$ cat config.mk
export PLATFORM = sky130hd
export DESIGN_NAME = dsio_retain
export DESIGN_NICKNAME = d
export VERILOG_FILES = /design/src/rtl/dsio_retain.sv
export SDC_FILE = /design/constraint.sdc
export NUM_CORES = 1
export LEC_CHECK = 0
export ABC_AREA = 1
export CORE_ASPECT_RATIO = 1.5
export CORE_MARGIN = 2
export CORE_UTILIZATION = 38
export DETAILED_ROUTE_END_ITERATION = 8
export PLACE_DENSITY_LB_ADDON = 0.08
export SYNTH_ARGS = -nofsm -noshare
export SYNTH_HDL_FRONTEND = slang
export SYNTH_SLANG_ARGS = --single-unit
$ cat constraint.sdc
create_clock -name clk -period 1.1 [get_ports clk]
set_input_delay 0.275 -clock clk [delete_from_list [all_inputs] [get_ports clk]]
set_output_delay 0.275 -clock clk [all_outputs]
set_load 0.02 [all_outputs]
$ cat src/rtl/dsio_retain.sv
module dsio_retain #(
  parameter int NPIN = 8,
  parameter int GPW  = 16
) (
  input  logic            clk,
  input  logic            por_evt,
  input  logic            mclr_evt,
  input  logic            ds_enter,
  input  logic [NPIN-1:0] cfg_dir,
  input  logic [NPIN-1:0] cfg_lat,
  input  logic            rel_wr,
  input  logic            rel_wdata,
  input  logic            osc_en_req,
  input  logic [1:0]      gp_we,
  input  logic [GPW-1:0]  gp_wdata,
  input  logic [1:0]      flag_clr,
  output logic [NPIN-1:0] pad_oe,
  output logic [NPIN-1:0] pad_out,
  output logic            release_o,
  output logic            osc_en_o,
  output logic [GPW-1:0]  gp0_o,
  output logic [GPW-1:0]  gp1_o,
  output logic            dsflag_o,
  output logic            porflag_o,
  output logic [1:0]      cause_o
);

  localparam logic [1:0] CAUSE_OTHER = 2'd0;
  localparam logic [1:0] CAUSE_PWRUP = 2'd1;
  localparam logic [1:0] CAUSE_LOST  = 2'd2;
  localparam logic [1:0] CAUSE_WAKE  = 2'd3;

  logic            frz;
  logic [NPIN-1:0] snap_dir, snap_lat;
  logic            osc_hold;
  logic            rel_clr;

  assign rel_clr   = rel_wr && !rel_wdata;
  assign release_o = frz;
  assign pad_oe    = frz ? snap_dir : cfg_dir;
  assign pad_out   = frz ? snap_lat : cfg_lat;
  assign osc_en_o  = frz ? osc_hold : osc_en_req;

  always_ff @(posedge clk) begin
    if (por_evt) begin
      frz       <= 1'b0;
      snap_dir  <= '0;
      snap_lat  <= '0;
      osc_hold  <= 1'b0;
      gp0_o     <= '0;
      gp1_o     <= '0;
      porflag_o <= 1'b1;
      if (!frz) dsflag_o <= 1'b0;
    end else begin
      if (mclr_evt) begin
        snap_dir <= '0;
        snap_lat <= '0;
      end else if (ds_enter) begin
        frz      <= 1'b1;
        snap_dir <= cfg_dir;
        snap_lat <= cfg_lat;
        osc_hold <= osc_en_o;
      end else if (rel_clr) begin
        frz <= 1'b0;
      end

      if (!mclr_evt && gp_we[0]) gp0_o <= gp_wdata;
      if (!mclr_evt && gp_we[1]) gp1_o <= gp_wdata;

      if (ds_enter && !mclr_evt) dsflag_o <= 1'b1;
      else if (flag_clr[0])      dsflag_o <= 1'b0;

      if (flag_clr[1]) porflag_o <= 1'b0;
    end
  end

  always_comb begin
    unique case ({dsflag_o, porflag_o})
      2'b00:   cause_o = CAUSE_OTHER;
      2'b01:   cause_o = CAUSE_PWRUP;
      2'b11:   cause_o = CAUSE_LOST;
      default: cause_o = CAUSE_WAKE;
    endcase
  end


  por_clears_chk: assert property (@(posedge clk)
    por_evt |=> (!release_o && porflag_o && gp0_o == '0 && gp1_o == '0));


  entry_sets_chk: assert property (@(posedge clk) disable iff (por_evt)
    (ds_enter && !mclr_evt) |=> (release_o && dsflag_o));


  no_self_freeze_chk: assert property (@(posedge clk) disable iff (por_evt)
    (!release_o && !ds_enter) |=> !release_o);


  osc_frozen_chk: assert property (@(posedge clk) disable iff (por_evt)
    (release_o && !ds_enter && !rel_clr) |=> $stable(osc_en_o));


  mclr_keep_chk: assert property (@(posedge clk) disable iff (por_evt)
    (mclr_evt && release_o) |=> (release_o && pad_oe == '0 && pad_out == '0));


  dsflag_sticky_chk: assert property (@(posedge clk) disable iff (por_evt)
    (dsflag_o && !flag_clr[0]) |=> dsflag_o);


  entry_wins_chk: assert property (@(posedge clk) disable iff (por_evt)
    (ds_enter && rel_clr && !mclr_evt) |=> release_o);

endmodule

# Yosys cells after proc, flatten, opt, wreduce, memory -nomap -nowiden
# Cells that the tools add are included.
# totals
regBits	52
input_bits	43
output_inout_bits	54
elab_cells	35
# op_classes
eq_ne	3
muxes	10
n_bitwise	1
n_reduce_logical	13
# op_table
op	n
$mux W8	2
$mux W1	7
$pmux W2 S3	1
$reduce_and A2 Y1	3
$logic_and A1 B1 Y1	4
$reduce_bool A3 Y1	1
$eq A2 B1 Y1 const B	1
$eq A2 B2 Y1 const B	1
$logic_not A1 Y1	2
$logic_not A2 Y1	1
$ne A2 B2 Y1 const B	1
$reduce_bool A2 Y1	1
$reduce_or A2 Y1	1
$not A1 Y1	1

# Depth between registers and ports, before layout
# depth
depth_word	4
depth_mapped	6
ltp_nobuf	5

# Least setup slack after synthesis
# No wires, ideal clock.
# synth_timing
path_type	register to output
startpoint	register frz, in the netlist release_o
endpoint	output pad_out[2]
arrival_ns	1.221
required_ns	0.825
path_slack_ns	-0.396
path_stages_with_launch	4
n_path_buf	1
cell_sequence	dfxtp_1 -> buf_2 -> inv_2 -> o21ai_0
# synth_via
elab_chain_cells	1
# synth_lines
element	line_no	source
start: declaration	33	logic frz;
start signal: assignment	46	frz <= 1'b0;
start signal: assignment	59	frz <= 1'b1;
start signal: assignment	64	frz <= 1'b0;
$mux W8	41	assign pad_out = frz ? snap_lat : cfg_lat;
end: declaration	18	output logic [NPIN-1:0] pad_out,
# No other way between the ends.

# Worst setup path after layout
# layout_timing
startpoint	register dsflag_o
endpoint	output cause_o[1]
# layout_via
elab_chain_cells	2
elab_cells_between_ends	4
classes_between	2 x eq/ne; 1 x mux; 1 x reduce/logical
# layout_lines
element	line_no	source
start: declaration	23	output logic dsflag_o,
start signal: assignment	53	if (!frz) dsflag_o <= 1'b0;
start signal: assignment	70	if (ds_enter && !mclr_evt) dsflag_o <= 1'b1;
start signal: assignment	71	else if (flag_clr[0]) dsflag_o <= 1'b0;
$eq A2 B2 Y1, or another cell as far along	78	unique case ({dsflag_o, porflag_o})
$pmux W2 S3 (*)	78	
end: declaration	25	output logic [1:0] cause_o
# Mark *: on every way between the ends. The rest lies on a longest branch, timed or not.

==> metrics.txt <==
HPWL after DPL approximately 4.2 mm; fin crit period around 1.6 ns; start of the worst register-to-register path release_o; Rel. slew slack 0.818; Worst Slack Setup Final -0.469 ns; Die Wd 67.7 um; ys async rst share 0; min-delay src ds_enter; IO buf count 96; Clock Power Share 0.248; Reg2Reg Capture Point osc_hold; fin crit share 1.43; Crit Path Class flip-flop to primary output; CP arrival roughly 1.3 ns; cell count after synthesis 340; Yosys warning count 0; critical path endpoint category primary output; met1 global-route usage 0.222; fin. max-slew vios 0; overflow left after global routing 0; CTS tree built; TritonCTS Sinks 52; Antenna Cells 0; hold bufs inserted after CTS 0; gpl congestion 0.674; Filler Cells Inserted 500; top_reg_cell synth dfxtp_1; switching part of the total 0.311; Leak Pwr 1.93 nW; total wire length 6.06 mm; Yosys cell types 16; internal power 0.00319 W; worst slew pin tran between 0.2 and 0.3 ns; RSZ-0062 raised after global routing yes; Total GRT Usage 0.192; grt met3 use 0.0430; R2R cell count 7; Rows 34; endpoint of the worst hold path snap_dir[0]; routed len/inst 11.3 um; GR Util met2 0.340; total of max-cap violations 0; Hold Crit Depth 3; design area 0.00407 mm2; detailed-route via count 2376; Final Hold Fails 0; Post-synth EDFFs 1; Root Driver clkbuf_8; clock latency on the worst-skew pair around 0.30 ns; worst-path maximum fanout 3; synthesis-to-layout area growth 75.5%; failing checks setup timing; Netlist Area Pre-Place 0.00232 mm2; post-route ant nets 0; DR DRC count 0; drt initial violations 133; htree depth 2; TNS Setup -7.67 ns; CP required approximately 0.8 ns; Pre-antenna DRT Iters 4; Net count, final 506; Min-Delay Path Class input port to flip-flop; clock buffer count from CTS 5; Pwr Density 1140 mW/mm2; initial antenna violation count 0; syn avg cell area 6.81 um2; status finished, violations left; final setup fails 21; dpl cell area roughly 0.0036 mm2; clock skew 0.000174 ns; core box area around 0.0058 mm2; I/O pin total 97; die area slightly below 0.007 mm2; layout cells sized above 1 0.422; first-pass GRT wire length 10.1 mm; footprint of the multi-input gates 0.00130 mm2; commonest non-fill, non-tap cell in the layout nand2_1; most used routing layer met2; die height around 100 um; Yosys reg bits 52; Mapped Nets roughly 390; sequential element share of the synthesized area 0.454; Max Clock Freq 637 MHz; Clk pin slew, worst setup/hold paths around 0.090 ns; Startpoint Class flip-flop; Comb pwr share 0.302; Sequential Power Share 0.450; Via density 4.45; Reg area 0.00109 mm2; Max IR drop VDD 824 uV; Final Util 0.698; Starting Density 0.397; largest net degree at the start of global routing 31; Hold Slack 0.464 ns; Max Buffers Root-to-Sink 2; vias in the first global route 2274; Switching Power 0.00144 W; worst reg-to-reg setup slack roughly 0.08 ns; commonest non-fill, non-tap cells in the layout nand2_1 (101), nor2_1 (63), buf_6 (42)
critical path, cell delays in order, from the launching register on:
cell      delay, ns
edfxtp_1       0.44
ha_2           0.19
or2_4          0.24
buf_6          0.13
kinds of logic (layout without fill, tap and decap cells):
group	count (synthesis)	after routing	synth area share
simple gates	218	218	0.366
buf+inv	45	167	0.103
compound gates	23	23	0.0659
fa+ha+maj	2	2	0.0108
flops	52	52	0.454
Yosys cell counts (2+ instances only):
cell / count / share of area
nor2_1: 63 / 0.10
nand2_1: 147 / 0.24
dfxtp_1: 51 / 0.44
o21ai_0: 7 / 0.015
a21oi_2: 10 / 0.038
inv_1: 25 / 0.041
buf_4: 5 / 0.016
buf_2: 5 / 0.011
buf_6: 6 / 0.029
nor2_2: 5 / 0.014
nor2_4: 2 / 0.0097
ha_1: 2 / 0.011
inv_2: 4 / 0.0065
a21oi_1: 6 / 0.013
worst max path at each step:
stage	slack (ns)	startpoint	to
2_1_floorplan	-0.15	dsflag_o	cause_o[1]
3_3_place_gp	-0.72	cfg_dir[6]	pad_oe[6]
3_5_place_dp	-0.72	cfg_dir[6]	pad_oe[6]
4_1_cts	-0.49	dsflag_o	cause_o[1]
5_1_grt	-0.53	dsflag_o	cause_o[1]
6_report	-0.47	dsflag_o	cause_o[1]
layout make-up:
class,instances,area share
clock buffer,5,0.0169
timing repair buffer,129,0.333
timing repair inverter,1,0.00277
tap,72,0.0222
clock inverter,3,0.00646
inverter,29,0.0305
multi-input combinational,243,0.321
sequential,52,0.267
flip-flops by register name, summed over array words and instances (netlist names):
signal / cells
dsflag_o: 1
gp0_o: 16
gp1_o: 16
osc_hold: 1
porflag_o: 1
release_o: 1
snap_dir: 8
snap_lat: 8
what timing repair did:
action                     4_1_cts  5_1_grt
resized for setup              314       65
cloned                           1        0
pin swaps                       21        3
setup endpoints to repair       91       58
setup buffers                   11        3
per-stage QoR:
| step | cells | power (W) | setup WS (ns) |
|---|---|---|---|
| after floorplan | 340 | 0.00276 | -0.147 |
| after global placement | 512 | 0.00332 | -0.721 |
| after detailed placement | 512 | 0.00334 | -0.717 |
| after CTS | 531 | 0.00460 | -0.491 |
| after global routing | 534 | 0.00487 | -0.528 |
| final | 534 | 0.00463 | -0.469 |
per-layer routing:
metal | share of wire | wire (um)
met5 | 0 | 0
met4 | 0.012 | 74
met3 | 0.054 | 325
met2 | 0.53 | 3200
met1 | 0.41 | 2450
power groups by stage:
stage | Clock (W) | Sequential [W] | Combinational (W)
final | 0.00115 | 0.00208 | 0.00140
after floorplan | 0 | 0.00220 | 0.000565
after global placement | 0 | 0.00210 | 0.00122
after CTS | 0.00120 | 0.00206 | 0.00134
after global routing | 0.00126 | 0.00210 | 0.00152
after detailed placement | 0 | 0.00211 | 0.00123
(Power assumes the default switching activity.)
